==> config.mk <==
export PLATFORM = sky130hd
export DESIGN_NAME = owm_master
export DESIGN_NICKNAME = d
export VERILOG_FILES = /design/src/rtl/owm_pkg.sv /design/src/rtl/owm_sync.sv /design/src/rtl/owm_phase_timer.sv /design/src/rtl/owm_shift_reg.sv /design/src/rtl/owm_master.sv
export SDC_FILE = /design/constraint.sdc
export NUM_CORES = 1
export LEC_CHECK = 0
export ABC_AREA = 0
export CAP_MARGIN = 30
export CORE_AREA = 2 2 63 65
export DETAILED_ROUTE_END_ITERATION = 10
export DIE_AREA = 0 0 65 67
export DONT_BUFFER_PORTS = 1
export PLACE_DENSITY = 0.71
export REMOVE_ABC_BUFFERS = 1
export SYNTH_ARGS = -nofsm -noshare
export SYNTH_HDL_FRONTEND = slang
export SYNTH_SLANG_ARGS = --single-unit
==> constraint.sdc <==
create_clock -name clk -period 4.4 [get_ports clk]
set_input_delay 0.44 -clock clk [delete_from_list [all_inputs] [get_ports clk]]
set_output_delay 0.44 -clock clk [all_outputs]
set_load 0.03 [all_outputs]
==> src/rtl/owm_pkg.sv <==
package owm_pkg;

  typedef enum logic [2:0] {
    ST_IDLE,
    ST_RST_LOW,
    ST_RST_WAIT,
    ST_RST_REST,
    ST_SLOT_LOW,
    ST_SLOT_SAMPLE,
    ST_SLOT_HOLD,
    ST_SLOT_RECOVER
  } owm_state_e;

  typedef enum logic [1:0] {
    OP_RESET = 2'b00,
    OP_SLOT  = 2'b01,
    OP_BYTE  = 2'b10,
    OP_NONE  = 2'b11
  } owm_op_e;

endpackage

==> src/rtl/owm_sync.sv <==
module owm_sync #(
  parameter int STAGES = 2
) (
  input  logic clk,
  input  logic rst_n,
  input  logic d,
  output logic q
);

  logic [STAGES-1:0] chain_q;

  generate
    if (STAGES == 1) begin : g_single
      always_ff @(posedge clk or negedge rst_n) begin
        if (!rst_n) chain_q <= 1'b1;
        else        chain_q <= d;
      end
    end else begin : g_multi
      always_ff @(posedge clk or negedge rst_n) begin
        if (!rst_n) chain_q <= '1;
        else        chain_q <= {chain_q[STAGES-2:0], d};
      end
    end
  endgenerate

  assign q = chain_q[STAGES-1];

endmodule

==> src/rtl/owm_phase_timer.sv <==
module owm_phase_timer #(
  parameter int CW = 16
) (
  input  logic          clk,
  input  logic          rst_n,
  input  logic          load,
  input  logic [CW-1:0] load_val,
  output logic          expired
);

  logic [CW-1:0] cnt_q;
  logic [CW-1:0] cnt_d;

  always_comb begin
    cnt_d = cnt_q;
    if (load)               cnt_d = load_val;
    else if (cnt_q != '0)   cnt_d = cnt_q - 1'b1;
  end

  always_ff @(posedge clk or negedge rst_n) begin
    if (!rst_n) cnt_q <= '0;
    else        cnt_q <= cnt_d;
  end

  assign expired = (cnt_q == '0);

endmodule

==> src/rtl/owm_shift_reg.sv <==
module owm_shift_reg #(
  parameter int W = 8
) (
  input  logic         clk,
  input  logic         rst_n,
  input  logic         load,
  input  logic [W-1:0] load_val,
  input  logic         shift,
  input  logic         shift_in,
  output logic [W-1:0] word,
  output logic         lsb
);

  logic [W-1:0] word_q;
  logic [W-1:0] word_d;
  logic         word_en;

  assign word_en = load | shift;

  always_comb begin
    word_d = word_q;
    if (load)       word_d = load_val;
    else if (shift) word_d = {shift_in, word_q[W-1:1]};
  end

  always_ff @(posedge clk or negedge rst_n) begin
    if (!rst_n)       word_q <= '0;
    else if (word_en) word_q <= word_d;
  end

  assign word = word_q;
  assign lsb  = word_q[0];

endmodule

==> src/rtl/owm_master.sv <==
module owm_master
  import owm_pkg::*;
#(
  parameter int CLK_PER_US  = 50,
  parameter int DATA_W      = 8,
  parameter int SYNC_STAGES = 2
) (
  input  logic              clk,
  input  logic              rst_n,
  input  logic              start,
  input  logic [1:0]        op,
  input  logic [DATA_W-1:0] din,
  output logic [DATA_W-1:0] dout,
  output logic              present,
  output logic              busy,
  output logic              done,
  output logic              bus_oe,
  input  logic              bus_in
);

  // phase lengths in cycles; sample phases stretched by the synchronizer depth
  localparam int D_RST_LOW   = 480 * CLK_PER_US;
  localparam int D_RST_WAIT  = 64 * CLK_PER_US + SYNC_STAGES;
  localparam int D_RST_REST  = 416 * CLK_PER_US - SYNC_STAGES;
  localparam int D_SLOT_LOW  = 6 * CLK_PER_US;
  localparam int D_SLOT_SMP  = 9 * CLK_PER_US + SYNC_STAGES;
  localparam int D_SLOT_HOLD = 51 * CLK_PER_US - SYNC_STAGES;
  localparam int D_SLOT_REC  = 2 * CLK_PER_US;
  localparam int CW          = $clog2(D_RST_LOW + 1);
  localparam int BW          = $clog2(DATA_W + 1);

  localparam logic [CW-1:0] L_RST_LOW   = CW'(D_RST_LOW - 1);
  localparam logic [CW-1:0] L_RST_WAIT  = CW'(D_RST_WAIT - 1);
  localparam logic [CW-1:0] L_RST_REST  = CW'(D_RST_REST - 1);
  localparam logic [CW-1:0] L_SLOT_LOW  = CW'(D_SLOT_LOW - 1);
  localparam logic [CW-1:0] L_SLOT_SMP  = CW'(D_SLOT_SMP - 1);
  localparam logic [CW-1:0] L_SLOT_HOLD = CW'(D_SLOT_HOLD - 1);
  localparam logic [CW-1:0] L_SLOT_REC  = CW'(D_SLOT_REC - 1);
  localparam logic [BW-1:0] BITS_BYTE   = BW'(DATA_W);
  localparam logic [BW-1:0] BITS_ONE    = BW'(1);

  owm_state_e      state_q, state_d;
  owm_op_e         op_e;
  logic [BW-1:0]   bits_q, bits_d;
  logic            bits_en;
  logic            tx_q, tx_d, tx_en;
  logic            pres_q, pres_d, pres_en;
  logic            done_q, done_d;
  logic            tmr_load, tmr_expired;
  logic [CW-1:0]   tmr_val;
  logic            word_load, word_shift, word_lsb;
  logic [DATA_W-1:0] word;
  logic            rx_sync;

  assign op_e = owm_op_e'(op);

  owm_sync #(.STAGES(SYNC_STAGES)) u_sync (
    .clk   (clk),
    .rst_n (rst_n),
    .d     (bus_in),
    .q     (rx_sync)
  );

  owm_phase_timer #(.CW(CW)) u_timer (
    .clk      (clk),
    .rst_n    (rst_n),
    .load     (tmr_load),
    .load_val (tmr_val),
    .expired  (tmr_expired)
  );

  owm_shift_reg #(.W(DATA_W)) u_word (
    .clk      (clk),
    .rst_n    (rst_n),
    .load     (word_load),
    .load_val (din),
    .shift    (word_shift),
    .shift_in (rx_sync),
    .word     (word),
    .lsb      (word_lsb)
  );

  // next-state logic
  always_comb begin
    state_d    = state_q;
    bits_d     = bits_q;
    bits_en    = 1'b0;
    word_load  = 1'b0;
    word_shift = 1'b0;
    pres_en    = 1'b0;
    pres_d     = ~rx_sync;
    tx_en      = 1'b0;
    tx_d       = word_lsb;
    done_d     = 1'b0;
    unique case (state_q)
      ST_IDLE: begin
        if (start && op_e != OP_NONE) begin
          if (op_e == OP_RESET) begin
            state_d = ST_RST_LOW;
          end else begin
            state_d   = ST_SLOT_LOW;
            word_load = 1'b1;
            bits_en   = 1'b1;
            bits_d    = (op_e == OP_BYTE) ? BITS_BYTE : BITS_ONE;
          end
        end
      end
      ST_RST_LOW:  if (tmr_expired) state_d = ST_RST_WAIT;
      ST_RST_WAIT: begin
        if (tmr_expired) begin
          state_d = ST_RST_REST;
          pres_en = 1'b1;
        end
      end
      ST_RST_REST: begin
        if (tmr_expired) begin
          state_d = ST_IDLE;
          done_d  = 1'b1;
        end
      end
      ST_SLOT_LOW: begin
        if (tmr_expired) begin
          state_d = ST_SLOT_SAMPLE;
          tx_en   = 1'b1;
        end
      end
      ST_SLOT_SAMPLE: begin
        if (tmr_expired) begin
          state_d    = ST_SLOT_HOLD;
          word_shift = 1'b1;
        end
      end
      ST_SLOT_HOLD: if (tmr_expired) state_d = ST_SLOT_RECOVER;
      ST_SLOT_RECOVER: begin
        if (tmr_expired) begin
          bits_en = 1'b1;
          bits_d  = bits_q - 1'b1;
          if (bits_q == BITS_ONE) begin
            state_d = ST_IDLE;
            done_d  = 1'b1;
          end else begin
            state_d = ST_SLOT_LOW;
          end
        end
      end
      default: state_d = ST_IDLE;
    endcase
  end

  // timer reload on every phase change
  assign tmr_load = (state_d != state_q);

  always_comb begin
    unique case (state_d)
      ST_RST_LOW:      tmr_val = L_RST_LOW;
      ST_RST_WAIT:     tmr_val = L_RST_WAIT;
      ST_RST_REST:     tmr_val = L_RST_REST;
      ST_SLOT_LOW:     tmr_val = L_SLOT_LOW;
      ST_SLOT_SAMPLE:  tmr_val = L_SLOT_SMP;
      ST_SLOT_HOLD:    tmr_val = L_SLOT_HOLD;
      ST_SLOT_RECOVER: tmr_val = L_SLOT_REC;
      default:         tmr_val = '0;
    endcase
  end

  // registers
  always_ff @(posedge clk or negedge rst_n) begin
    if (!rst_n) begin
      state_q <= ST_IDLE;
      done_q  <= 1'b0;
    end else begin
      state_q <= state_d;
      done_q  <= done_d;
    end
  end

  always_ff @(posedge clk or negedge rst_n) begin
    if (!rst_n)       bits_q <= '0;
    else if (bits_en) bits_q <= bits_d;
  end

  always_ff @(posedge clk or negedge rst_n) begin
    if (!rst_n)     tx_q <= 1'b1;
    else if (tx_en) tx_q <= tx_d;
  end

  always_ff @(posedge clk or negedge rst_n) begin
    if (!rst_n)       pres_q <= 1'b0;
    else if (pres_en) pres_q <= pres_d;
  end

  // outputs
  always_comb begin
    unique case (state_q)
      ST_RST_LOW, ST_SLOT_LOW:      bus_oe = 1'b1;
      ST_SLOT_SAMPLE, ST_SLOT_HOLD: bus_oe = ~tx_q;
      default:                      bus_oe = 1'b0;
    endcase
  end

  assign busy    = (state_q != ST_IDLE);
  assign done    = done_q;
  assign dout    = word;
  assign present = pres_q;

endmodule

# Word-level counts from Yosys, hierarchy flattened
# Index checks and enable logic that the tools add are counted.
word_totals:
  regBits: 35
classes:
  n_addsub: 2
  n_eq_ne: 21
  muxes: 33
  bitwise_logic: 3
  reduce_logical: 13
ops:
  columns: ["cell", "count"]
  rows:
  - ["$pmux 15 s7", 1]
  - ["$mux 15", 2]
  - ["$mux 3", 10]
  - ["$eq 3x3->1 const B", 8]
  - ["$pmux 3 s8", 1]
  - ["$mux 4", 4]
  - ["$mux 8", 2]
  - ["$logic_not 15->1", 1]
  - ["$reduce_bool 15->1", 1]
  - ["$sub 15x1->15 const B", 1]
  - ["$eq 3x2->1 const B", 4]
  - ["$mux 1", 9]
  - ["$ne 2x2->1 const B", 4]
  - ["$pmux 4 s2", 1]
  - ["$eq 3x1->1 const B", 2]
  - ["$pmux 1 s2", 3]
  - ["$reduce_bool 2->1", 3]
  - ["$reduce_and 5->1", 1]
  - ["$eq 4x1->1 const B", 1]
  - ["$reduce_or 2->1", 2]
  - ["$sub 4x1->4 const B", 1]
  - ["$logic_not 3->1", 1]
  - ["$ne 3x3->1", 1]
  - ["$reduce_bool 3->1", 1]
  - ["6 further kinds", 7]

# Longest topological paths before layout
# Gate-level depths: netlist of run 1.
depth:
  word_depth: 7
  depth_mapped: 13
  depth_no_buf: 11

# By module
# From an unflattened synthesis of run 1, not the netlist that was laid out.
unflattened:
  cells_unflattened: 206
  area_unflattened_um2: 2103.3
modules_own_cells:
  columns: ["module", "n_inst", "cells_per_inst", "area_each_um2", "seq_area_each_um2"]
  rows:
  - ["owm_master", 1, 90, 840.8, 251.5]
  - ["owm_phase_timer", 1, 79, 829.5, 375.4]
  - ["owm_shift_reg", 1, 35, 380.4, 200.2]
  - ["owm_sync", 1, 2, 52.6, 52.6]

# Least setup slack after synthesis of run 1
# OpenSTA, ideal clock, no wires.
synth_timing:
  kind: "reg2reg"
  from: "register u_timer.cnt_q[0]"
  to: "register u_timer.cnt_q[1]"
  arrival_ns: 2.788
  slack_ns: 1.486
  path_stages_with_launch: 13
  n_path_buf: 1
  path_cell_list: "dfrtp_1 inv_1 ha_1 nor4b_2 and4_1 buf_2 xnor2_1 o21ai_0 inv_1 ha_1 or4_1 o211ai_1 o21ai_1"
synth_via:
  elab_chain_cells: 6
synth_lines:
  columns: ["element", "line", "text"]
  rows:
  - ["start, declared", "owm_phase_timer.sv:11", "logic [CW-1:0] cnt_q;"]
  - ["start signal, assigned", "owm_phase_timer.sv:22", "else cnt_q <= cnt_d;"]
  - ["$logic_not 15->1 (*)", "owm_phase_timer.sv:25", "assign expired = (cnt_q == '0);"]
  - ["$mux 3, or another cell as far along", "owm_master.sv:135", "if (tmr_expired) begin"]
  - ["$pmux 3 s8 (*)", "owm_master.sv:95", "unique case (state_q)"]
  - ["named net state_d[0]", "owm_master.sv:42", "owm_state_e state_q, state_d;"]
  - ["$eq 3x3->1, or another cell as far along", "owm_master.sv:154", "unique case (state_d)"]
  - ["$pmux 15 s7", "owm_master.sv:154", null]
  - ["$mux 15", "owm_phase_timer.sv:16", "if (load) cnt_d = load_val;"]
# The timed path passes the listed nets; every way through them passes the cells marked *. The select of a mux whose other input is x is not followed.
# A chain may end at the register's enable or synchronous reset.

# Worst setup path after layout of run 1
# Ends and elaborated chain as after synthesis.

==> results of run 1 <==
==> per-stage QoR <==
step	power [W]	area, um2	setup slack (ps)
final	0.0005667	2168	921.5
after global routing	0.0005866	2168	663.4
after floorplan	0.0003332	1993	1458
after CTS	0.0005698	2168	959.7
after detailed placement	0.0003343	2053	966.4
after global placement	0.0003338	2053	1256
==> kinds of logic (layout without fill, tap and decap cells) <==
group                      after synthesis  in the layout  synth area share, %
AOI/OAI and AO/OA                       45             45                16.62
adders and majority gates                7              7                4.323
xor gates and xnor gates                14             14                6.053
buffers and inverters                   17             20                3.459
muxes                                    4              4                2.038
and+or+nand+nor                         82             82                24.09
DFF                                     35             35                43.42
==> placed cells by master (no fill, tap or decap), types with 5 or more instances in the layout <==
| master | instances |
|---|---|
| o21ai_0 | 6 |
| inv_1 | 9 |
| ha_1 | 7 |
| nor2_1 | 18 |
| xor2_1 | 8 |
| a21oi_1 | 8 |
| a221o_1 | 5 |
| clkbuf_8 | 5 |
| nand2_1 | 18 |
| nand3_1 | 8 |
| dfrtp_1 | 32 |
| o22ai_1 | 5 |
| xnor2_1 | 6 |
| nor3_1 | 6 |
| and2_1 | 5 |
==> routing by layer <==
layer	global-route usage, %	vias to the layer above	part of all wire (%)
met3	6.419	5	5.2
met1	27.80	775	43
met5	0	-	0
li1	-	747	-
met2	39.82	46	51
met4	7.181	0	0.82
==> flip-flops by register name (all words and copies together) (netlist names) <==
| signal | flops |
|---|---|
| bits_q | 4 |
| done | 1 |
| present | 1 |
| state_q | 3 |
| tx_q | 1 |
| u_sync.chain_q | 2 |
| u_timer.cnt_q | 15 |
| u_word.word | 8 |
==> report_power, final <==
group | internal (W) | switching (W)
Clock | 0.000111 | 0.000119
Sequential | 0.000324 | 0.00000125
Combinational | 0.00000381 | 0.00000823
==> how the worst max path moves through the flow <==
stage | start | end | slack [ps] | depth (start not counted)
global route | u_timer.cnt_q[0] | u_timer.cnt_q[1] | 660 | 11
CTS | u_timer.cnt_q[0] | u_timer.cnt_q[1] | 960 | 11
global placement | u_timer.cnt_q[0] | u_timer.cnt_q[1] | 1260 | 11
detailed placement | u_timer.cnt_q[0] | u_timer.cnt_q[1] | 970 | 11
finish | u_timer.cnt_q[0] | u_timer.cnt_q[1] | 920 | 11
floorplan | u_timer.cnt_q[0] | u_timer.cnt_q[1] | 1460 | 11
==> layout make-up <==
type | count | area, um2 | area share [%]
inverters | 10 | 37.54 | 1.731
clock buffers | 6 | 72.57 | 3.347
multi-input cells | 152 | 1076 | 49.62
well taps | 48 | 60.06 | 2.770
flip-flops and latches | 35 | 879.6 | 40.57
clock inverters | 2 | 12.51 | 0.5770
repair buffers | 2 | 30.03 | 1.385
==> metrics.md, run 1 <==
| Metric | Value |
|---|---|
| Final period utilization | `around four fifths` |
| Die Span Y | `67 um` |
| Post-CTS sizing | `0` |
| # fillers | `approximately 300` |
| RR Startpoint | `u_timer.cnt_q[0]` |
| Clock-pin slew on the worst setup and hold paths | `about 70 ps` |
| Worst Hold End | `u_sync.chain_q[0]` |
| Crit Path Max Fanout | `10` |
| Die X | `65 um` |
| First-pass GRT wire length | `7.583 mm` |
| Crit path buf inv count | `2` |
| Library cells used by synthesis | `54` |
| Clock Skews | `12.89 ps` |
| CP max stage delay | `490 ps` |
| Post-synth EDFFs | `0` |
| Initial core utilization | `a little under three fifths` |
| Worst Reg2Reg Path Length in Cells | `11` |
| Synthesized area | `0.002026 mm2` |
| Root buffer cell | `clkbuf_8` |
| Row count | `22` |
| Diodes inserted | `0` |
| Relative slew slack | `between 30% and 40%` |
| Top-count cell post-synth | `dfrtp_1` |
| Max_cap viols | `0` |
| Setup CP Type | `reg2reg` |
| Share of cells above drive strength 1 | `11.11%` |
| Status | `complete, no violations` |
| HPWL Detailed | `approximately 3.3 mm` |
| I/O Pins | `26` |
| Antenna viol nets, final | `0` |
| Finished Layout Cells | `roughly 260` |
| Power Dens Cells | `approximately 260 mW/mm2` |
| Avg Cell Area, Syn | `~10 um2` |
| Post-synth ARST share | `100.0%` |
| Synthesis warning total | `0` |
| Gr usage total | `between 20% and 30%` |
| Total Wirelength | `4.407 mm` |
| Hold_buf cts | `2` |
| Nets@finish | `roughly 230` |
| I/O Buffers | `0` |
| Synth area leader | `dfrtp_1` |
| Cells taking the most area after synthesis | `dfrtp_1, ha_1, dfstp_2, xor2_1, nand2_1` |
| Vias in the first global route | `about 1600` |
| Worst VDD drop | `0.1983 mV` |
| Minimum hold slack | `around 140 ps` |
| Synth top area share | `between 30% and 40%` |
| Max Slew Vio Count | `0` |
| Initial antenna violation count | `0` |
| Fin crit period | `roughly 3500 ps` |
| WHS Path Cells | `0` |
| Hold Vio Cnt, Final | `0` |
| DRT iter0 DRCs | `roughly 150` |
| Synth Flop Type | `dfrtp_1` |
| Synth Register Bits | `35` |
| Die area | `roughly 0.0044 mm2` |
| CTS tree | `built` |
| CP max stage cell | `and4_1` |
| Critical Path Sink Type | `flip-flop` |
| Placed insts | `245` |
| RePlAce Congestion | `~0.9` |
| Critical-path cell list | `inv_1, ha_1, nor4b_2, and4_1, xnor2_1, o21ai_0, inv_1, ha_1, or4_1, o211ai_1, o21ai_1` |
| Core area | `0.003606 mm2` |
| Least-Margin Pin Slew | `between 900 and 1000 ps` |
| Worst r2r dst | `u_timer.cnt_q[1]` |
| Drc violations | `0` |
| Pin count of the biggest net entering global routing | `36` |
| Drt first pass iters | `4` |
| H-tree lvl count | `2` |
| Cells after synthesis | `204` |
| Flop2flop setup slack | `about 900 ps` |
| Clock Path Buffers | `2` |
| Via-to-Cell Ratio | `6.169` |
| CTS buffer count | `5` |
| Fmax | `between 200 and 300 MHz` |
| Sequential area share after synthesis | `43.42%` |
| Hold Crit Class | `in2reg` |
| Critical path required time | `4550 ps` |
| Setup violators final | `0` |
| Clk sink count | `35` |
| Area delta synth->final | `7.041%` |
| WL/cell | `17.28 um` |
| Via count | `1573` |
| CP Data Arrival Time | `between 3000 and 4000 ps` |
| Hold_sp | `bus_in` |
| Commonest cells in the netlist | `dfrtp_1, nand2_1, nor2_1` |
| Final TNS setup | `0 ps` |
| Number of setup buffers added after CTS | `0` |
| Grt ovf | `0` |
| P_leak | `just under 0.9 nW` |
| Top Family by Delay on Critical Path | `simple AND/OR/NAND/NOR gates` |
| Startpoint Class | `flip-flop` |
| RSZ-0062 raised after global routing | `false` |
| Final Util | `about 60%` |
| Clock Latency Late Sink | `290 ps` |
No activity file was read; power rests on OpenSTA's default activity.
==> inputs of run 2 (changes only) <==
ABC_AREA = 1   (was 0)
CORE_AREA = 2 2 65 67   (was 2 2 63 65)
DIE_AREA = 0 0 67 69   (was 0 0 65 67)
clock period = 3.33 ns   (was 4.4 ns; I/O delays follow)
==> metrics.md, run 2 <==
| Metric | Value |
|---|---|
| Status | `complete, no violations (unchanged)` |
| Share of cells above drive strength 1 | `10.07% (was 11.11%)` |
| CTS buffer count | `5 (unchanged)` |
| Commonest cells in the netlist | `nand2_1, inv_1, dfrtp_1 (was dfrtp_1, nand2_1, nor2_1)` |
| Max reg flops | `15 (unchanged)` |
| DRT iter0 DRCs | `146 (was 152)` |
| Sequential area share after synthesis | `40.36% (was 43.42%)` |
| Setup CP Type | `reg2reg (unchanged)` |
| Total Wirelength | `4.839 mm (was 4.407 mm)` |
| Placed instance area | `0.002218 mm2 (was 0.002053 mm2)` |
| Initial antenna violation count | `0 (unchanged)` |
| Finished Layout Cells | `338 (was 255)` |
| CTS tree | `built (unchanged)` |
| I/O Pins | `26 (unchanged)` |
| Clock Path Buffers | `2 (unchanged)` |
| Via-to-Cell Ratio | `5.633 (was 6.169)` |
| Pin count of the biggest net entering global routing | `36 (unchanged)` |
| Drc violations | `0 (unchanged)` |
| Initial core utilization | `55.69% (was 56.18%)` |
| Flop2flop setup slack | `320 ps (was 920 ps)` |
| Worst VDD drop | `0.3997 mV (was 0.1983 mV)` |
| Library cells used by synthesis | `35 (was 54)` |
| Grt ovf | `0 (unchanged)` |
| Startpoint Class | `flip-flop (unchanged)` |
| RePlAce Congestion | `0.8635 (was 0.8933)` |
| Synthesized area | `0.002180 mm2 (was 0.002026 mm2)` |
| Synthesis warning total | `0 (unchanged)` |
| Placed insts | `328 (was 245)` |
| Critical-path cell list | `inv_1, ha_1, nand2_1, nor2_1, nand2_1, nand2_1, nand3_1, nand2_2, inv_1, ha_1, o21ai_0, o21ai_0, nand2_1, a21oi_1 (was inv_1, ha_1, nor4b_2, and4_1, xnor2_1, o21ai_0, inv_1, ha_1, or4_1, o211ai_1, o21ai_1)` |
| Cells taking the most area after synthesis | `dfrtp_1, nand2_1, inv_1, o21ai_0, nor2_1 (was dfrtp_1, ha_1, dfstp_2, xor2_1, nand2_1)` |
| Drt first pass iters | `4 (unchanged)` |
| Gr usage total | `23.36% (was 23.03%)` |
| Final WS setup | `320.0 ps (was 921.5 ps)` |
| Most numerous cell on the critical path | `nand2_1` |
| Post-synth ARST share | `100.0% (unchanged)` |
| Max_cap viols | `0 (unchanged)` |
| Design area | `0.002360 mm2 (was 0.002168 mm2)` |
| Post-synth EDFFs | `0 (unchanged)` |
| I/O Buffers | `0 (unchanged)` |
| Clock Latency Late Sink | `290 ps (about the same)` |
| Crit path buf inv count | `2 (unchanged)` |
| Hold Crit Class | `in2reg (unchanged)` |
| Setup WS pre-CTS | `171.8 ps (was 966.4 ps)` |
| Commonest non-fill, non-tap cell in the layout | `nand2_1 (was dfrtp_1)` |
| Most frequent cells in the layout | `nand2_1, inv_1, dfrtp_1 (was dfrtp_1, nor2_1, nand2_1)` |
| RSZ-0062 raised after global routing | `false (unchanged)` |
| Relative slew slack | `38.12% (was 33.44%)` |
| Synth Flop Type | `dfrtp_1 (unchanged)` |
| Final TNS setup | `0 ps (unchanged)` |
| Top Family by Delay on Critical Path | `simple AND/OR/NAND/NOR gates (unchanged)` |
| Max Slew Vio Count | `0 (unchanged)` |
| Crit Path Max Fanout | `7 (was 10)` |
| Clk sink count | `35 (unchanged)` |
| Core area | `0.003914 mm2 (was 0.003606 mm2)` |
| CP Data Arrival Time | `3180 ps (was 3630 ps)` |
| Die area | `0.004623 mm2 (was 0.004355 mm2)` |
| Via count | `1904 (was 1573)` |
| Setup violators final | `0 (unchanged)` |
| Clock Skews | `6.591 ps (was 12.89 ps)` |
| Avg Cell Area, Syn | `7.757 um2 (was 9.930 um2)` |
| Hold Vio Cnt, Final | `0 (unchanged)` |
| Critical path required time | `3500 ps (was 4550 ps)` |
| Least-Margin Pin Slew | `921.2 ps (was 992.4 ps)` |
| Die Span Y | `69 um (was 67 um)` |
| Nets@finish | `308 (was 227)` |
| Fmax | `332.2 MHz (was 287.5 MHz)` |
| Synth top area share | `36.74% (was 39.53%)` |
| Die X | `67 um (was 65 um)` |
| Power Dens Cells | `930.3 mW/mm2 (was 261.4 mW/mm2)` |
| Synth area leader | `dfrtp_1 (unchanged)` |
| WL/cell | `14.32 um (was 17.28 um)` |
| Final period utilization | `90.39% (was 79.06%)` |
| Clock-pin slew on the worst setup and hold paths | `70 ps (about the same)` |
| Antenna viol nets, final | `0 (unchanged)` |
| Number of setup buffers added after CTS | `0 (unchanged)` |
| Largest Register | `u_timer.cnt_q (unchanged)` |
| Area delta synth->final | `8.266% (was 7.041%)` |
| Fin crit period | `3010 ps (was 3479 ps)` |
| # fillers | `367 (was 298)` |
| Critical Path Sink Type | `flip-flop (unchanged)` |
| Cells after synthesis | `281 (was 204)` |
| CP max stage delay | `500 ps (was 490 ps)` |
| Synth Register Bits | `35 (unchanged)` |
| P_leak | `1.154 nW (was 0.8904 nW)` |
| Vias in the first global route | `1862 (was 1589)` |
| HPWL Detailed | `3.552 mm (was 3.282 mm)` |
| Row count | `23 (was 22)` |
| Diodes inserted | `0 (unchanged)` |
| First-pass GRT wire length | `8.459 mm (was 7.583 mm)` |
| Top-count cell post-synth | `nand2_1 (was dfrtp_1)` |
| Root buffer cell | `clkbuf_8 (unchanged)` |
| CP max stage cell | `o21ai_0 (was and4_1)` |
| H-tree lvl count | `2 (unchanged)` |
run 2: cell types whose count changed after synthesis, sizes merged, moves of 6 or more:
cell and delta:
nand2 +41, inv +27, o21ai +16, nor2 +12
nand4 +11, nand3 +7, a21oi +6
run 2: stage by stage:
stage / power [W] / util [%] / hold slack [ps]
after floorplan: 0.001597 / - / 37.41
after global placement: 0.001792 / 56.68 / 37.91
final: 0.002195 / 60.29 / 34.64
after CTS: 0.002182 / 60.10 / 28.73
after detailed placement: 0.001818 / 56.68 / 37.84
after global routing: 0.002394 / 60.29 / 21.05
run 2: power breakdown:
part / total [W] / switching, W / leakage, nW / internal [W]
Combinational: 0.00102 / 0.000649 / 0.668 / 0.000368
Clock: 0.000344 / 0.000156 / 0.0505 / 0.000188
Sequential: 0.000834 / 0.000242 / 0.435 / 0.000592
Total: 0.00220 / 0.00105 / 1.15 / 0.00115
run 2: cell families after synthesis:
| kind of cell | count (synthesis) | share of synthesized area [%] |
|---|---|---|
| xor gates and xnor gates | 12 | 4.822 |
| adders and majority gates | 7 | 4.018 |
| DFF | 35 | 40.36 |
| buffers and inverters | 44 | 8.955 |
| AOI/OAI and AO/OA | 51 | 12.80 |
| and+or+nand+nor | 132 | 29.05 |
run 2: layer usage:
layer	wire length [um]	vias to the layer above	global-route usage, %
met5	0	-	0
met1	2255	899	32.14
met3	238	7	4.731
met4	59	0	6.803
li1	-	944	-
met2	2286	54	36.85
run 2: final timing paths:
path / cells past startpoint / from / to
max: 14 / u_timer.cnt_q[0] / u_timer.cnt_q[4]
min: 0 / bus_in / u_sync.chain_q[0]
max reg2reg: 14 / u_timer.cnt_q[0] / u_timer.cnt_q[4]
min reg2reg: 0 / u_sync.chain_q[0] / u_sync.chain_q[1]
max in group asynchronous: 2 / rst_n / tx_q
min in group asynchronous: 2 / rst_n / bits_q[0]
run 2: cell type report:
type / count / area, um2 / share of cell area [%]
Inverter: 37 / 141.4 / 5.992
Sequential cell: 35 / 879.6 / 37.27
Multi-Input combinational cell: 202 / 1112 / 47.14
Clock buffer: 7 / 96.34 / 4.083
Clock inverter: 1 / 7.507 / 0.3181
Tap cell: 50 / 62.56 / 2.651
Timing Repair Buffer: 6 / 60.06 / 2.545
run 2: worst register-to-register path: cells and delay by family (launching register included):
| family | cells | cell delay (ps) |
|---|---|---|
| flip-flops | 1 | 390 |
| AO/OA/AOI/OAI | 3 | 750 |
| adder cells (fa/ha/maj) | 2 | 510 |
| AND/OR/NAND/NOR | 7 | 1020 |
| buffers and inverters | 2 | 230 |
run 2: what timing repair did:
action                                 4_1_cts  5_1_grt
hold buffers                                 2        0
resized for setup                            0        3
endpoints found under the hold margin       35        0
setup endpoints to repair                    0        7
==> inputs of run 3 (changes only) <==
PLACE_DENSITY = 0.74   (was 0.71)
SYNTH_HIERARCHICAL = 1   (was not set)
==> metrics.md, run 3 <==
| Metric | Value |
|---|---|
| Status | `complete, no violations (unchanged)` |
| Post-synth ARST share | `100.0% (unchanged)` |
| Worst Reg2Reg Path Length in Cells | `19 (was 14)` |
| Initial antenna violation count | `0 (unchanged)` |
| Most frequent cells in the layout | `nand2_1, inv_1, nand3_1, dfrtp_1, nor2_1 (was nand2_1, inv_1, dfrtp_1)` |
| Logic pwr share | `40.8% (was 46.3%)` |
| CP Data Arrival Time | `3170 ps (was 3180 ps)` |
| Startpoint Class | `flip-flop (unchanged)` |
| Avg Cell Area, Syn | `7.671 um2 (was 7.757 um2)` |
| Met2 wire len | `2.127 mm (was 2.286 mm)` |
| Clock-pin slew on the worst setup and hold paths | `70 ps (about the same)` |
| Antenna viol nets, final | `0 (unchanged)` |
| RSZ-0062 raised after global routing | `false (unchanged)` |
| Share of total power in sequential cells | `37.9% (was 38.0%)` |
| Minimum hold slack | `34.74 ps (was 34.64 ps)` |
| Sequential area share after synthesis | `38.48% (was 40.36%)` |
| Via count | `1871 (was 1904)` |
| Initial core utilization | `58.41% (was 55.69%)` |
| Gr usage total | `22.27% (was 23.36%)` |
| P_leak | `1.263 nW (was 1.154 nW)` |
| Critical Path Sink Type | `flip-flop (unchanged)` |
| Fin crit period | `2995 ps (was 3010 ps)` |
| Hold_sp | `bus_in (unchanged)` |
| P_int | `0.001195 W (was 0.001148 W)` |
| Die X | `67 um (unchanged)` |
| Nets@finish | `327 (was 308)` |
| Synthesis warning total | `6 (was 0)` |
| Synth Flop Type | `dfrtp_1 (unchanged)` |
| Die area | `0.004623 mm2 (unchanged)` |
| Finished Layout Cells | `357 (was 338)` |
| WL/cell | `12.49 um (was 14.32 um)` |
| Grt ovf | `0 (unchanged)` |
| Worst Hold End | `u_sync/chain_q[0] (was u_sync.chain_q[0])` |
| Via-to-Cell Ratio | `5.241 (was 5.633)` |
| Number of setup buffers added after CTS | `0 (unchanged)` |
| Highest metal used | `met4 (unchanged)` |
| Cells after synthesis | `298 (was 281)` |
| Clock Skews | `7.300 ps (was 6.591 ps)` |
| WHS Path Cells | `0 (unchanged)` |
| Max Slew Vio Count | `0 (unchanged)` |
| Flop2flop setup slack | `330 ps (was 320 ps)` |
| Worst VDD drop | `0.5173 mV (was 0.3997 mV)` |
| Max_cap viols | `0 (unchanged)` |
| Total Wirelength | `4.460 mm (was 4.839 mm)` |
| Power Dens Cells | `858.4 mW/mm2 (was 930.3 mW/mm2)` |
| CTS tree | `built (unchanged)` |
| RR Startpoint | `u_timer/cnt_q[0] (was u_timer.cnt_q[0])` |
| Row count | `23 (unchanged)` |
| First-pass GRT wire length | `7.928 mm (was 8.459 mm)` |
| Final TNS setup | `0 ps (unchanged)` |
| Die Span Y | `69 um (unchanged)` |
| Clock Latency Late Sink | `290 ps (about the same)` |
| Cells taking the most area after synthesis | `dfrtp_1, nand2_1, nand3_1, inv_1, ha_1 (was dfrtp_1, nand2_1, inv_1, o21ai_0, nor2_1)` |
| Net Sw Frac | `44.74% (was 47.71%)` |
| HPWL Detailed | `3.310 mm (was 3.552 mm)` |
| Top-count cell post-synth | `nand2_1 (unchanged)` |
| Setup CP Type | `reg2reg (unchanged)` |
| Core area | `0.003914 mm2 (unchanged)` |
| I/O Buffers | `0 (unchanged)` |
| Largest Register | `u_timer/cnt_q (was u_timer.cnt_q)` |
| Commonest cells in the netlist | `nand2_1, dfrtp_1, inv_1, nand3_1, nor2_1 (was nand2_1, inv_1, dfrtp_1)` |
| Net Switching | `0.0009677 W (was 0.001047 W)` |
| Hold Vio Cnt, Final | `0 (unchanged)` |
| Clk sink count | `35 (unchanged)` |
| Clock Power Share | `21.3% (was 15.7%)` |
| Area delta synth->final | `10.24% (was 8.266%)` |
| I/O Pins | `26 (unchanged)` |
| Crit Path Max Fanout | `6 (was 7)` |
| Synth Register Bits | `35 (unchanged)` |
| Wl on met1 | `2.022 mm (was 2.255 mm)` |
| Share of cells above drive strength 1 | `18.24% (was 10.07%)` |
| Hold Crit Class | `in2reg (unchanged)` |
| Synthesized area | `0.002286 mm2 (was 0.002180 mm2)` |
| Setup violators final | `0 (unchanged)` |
| Worst r2r dst | `u_timer/cnt_q[0] (was u_timer.cnt_q[4])` |
| Clock Path Buffers | `2 (unchanged)` |
| Placed insts | `347 (was 328)` |
| Drc violations | `0 (unchanged)` |
| H-tree lvl count | `2 (unchanged)` |
| Library cells used by synthesis | `36 (was 35)` |
| Vias in the first global route | `1840 (was 1862)` |
| Pin count of the biggest net entering global routing | `36 (unchanged)` |
| Commonest non-fill, non-tap cell in the layout | `nand2_1 (unchanged)` |
| Final period utilization | `89.95% (was 90.39%)` |
| Fmax | `333.8 MHz (was 332.2 MHz)` |
| Met3 wire length | `224 um (was 238 um)` |
| RePlAce Congestion | `0.8110 (was 0.8635)` |
| Synth area leader | `dfrtp_1 (unchanged)` |
| Max reg flops | `15 (unchanged)` |
| Root buffer cell | `clkbuf_8 (unchanged)` |
| Critical path required time | `3510 ps (was 3500 ps)` |
| Synth top area share | `35.03% (was 36.74%)` |
| CTS buffer count | `5 (unchanged)` |
| DRT iter0 DRCs | `90 (was 146)` |
| Drt first pass iters | `4 (unchanged)` |
| Diodes inserted | `0 (unchanged)` |
| Post-synth EDFFs | `0 (unchanged)` |
## run 3: changes by cell type in the layout (fill, tap and decap cells not counted), sizes merged, moves of 3 or more
cell / delta
nand4: -12
xor2: -7
xnor2: +3
nand2: +37
nor3: -3
inv: +3
nand3: +21
nor4: -4
a21oi: -10
## run 3: logic make-up after synthesis
| logic type | Yosys count | share of synthesized area (%) |
|---|---|---|
| buffers and inverters | 47 | 8.812 |
| and+or+nand+nor | 166 | 36.34 |
| AOI/OAI and AO/OA | 33 | 8.813 |
| DFF | 35 | 38.48 |
| adders and majority gates | 7 | 3.831 |
| other | 1 | 0.1640 |
| muxes | 1 | 0.4926 |
| xor gates and xnor gates | 8 | 3.065 |
## run 3: cell type report
| cell class | count | area (um2) |
|---|---|---|
| Tap cell | 50 | 62.56 |
| Multi-Input combinational cell | 217 | 1226 |
| Clock inverter | 3 | 67.56 |
| Timing Repair Buffer | 7 | 65.06 |
| Fill cell | 367 | 1394 |
| Inverter | 40 | 150.1 |
| Sequential cell | 35 | 879.6 |
| Clock buffer | 5 | 68.82 |
## run 3: how the worst max path moves through the flow
| stage | startpoint | end | slack [ps] | cells after the start |
|---|---|---|---|---|
| after detailed placement | u_timer/cnt_q[0] | u_timer/cnt_q[0] | 130 | 19 |
| after global placement | u_timer/cnt_q[0] | u_timer/cnt_q[0] | 300 | 19 |
| final | u_timer/cnt_q[0] | u_timer/cnt_q[0] | 330 | 19 |
| after floorplan | u_timer/cnt_q[0] | u_timer/cnt_q[9] | -9 | 14 |
| after global routing | u_timer/cnt_q[0] | u_timer/cnt_q[0] | 30 | 19 |
| after CTS | u_timer/cnt_q[0] | u_timer/cnt_q[0] | 110 | 19 |
## run 3: what timing repair did
action / CTS / global route
setup endpoints to repair: 0 / 2
hold buffers: 2 / 0
gates resized for setup: 0 / 4
endpoints found under the hold margin: 35 / 0
## run 3: per-stage QoR
stage	cell area (um2)	utilization, %	total power, W	setup WS, ps
2_1_floorplan	2238	-	0.001491	-9.086
6_report	2520	64.39	0.002163	334.6
4_1_cts	2502	63.94	0.002165	113.7
3_5_place_dp	2336	59.69	0.001681	130.0
3_3_place_gp	2331	59.56	0.001661	295.7
5_1_grt	2520	64.39	0.002352	34.48
## run 3: routing by layer
metal / up-vias / GRT usage (%)
li1: 959 / -
met1: 864 / 29.50
met2: 39 / 33.66
met3: 9 / 7.015
met4: 0 / 8.617
met5: - / 0
## run 3: worst max-delay path, stage by stage, from the launching register on
cell,delay (ps)
dfrtp_1,400
inv_1,100
ha_1,240
nand2_4,100
nor2_8,170
nand4_4,120
inv_1,120
xor2_1,150
o21ai_0,130
nor2_2,190
inv_1,90
ha_1,220
inv_1,140
nand2_1,100
o311ai_2,250
nand2_1,80
nand2_1,60
o21ai_0,70
nand2_1,70
o21ai_1,60
## run 3: power groups by stage
stage / logic, W / clock network [W] / registers, W
after floorplan: 0.000698 / 0 / 0.000794
after global placement: 0.000835 / 0 / 0.000826
after detailed placement: 0.000853 / 0 / 0.000829
after CTS: 0.000872 / 0.000471 / 0.000822
after global routing: 0.00102 / 0.000490 / 0.000842
final: 0.000881 / 0.000461 / 0.000820
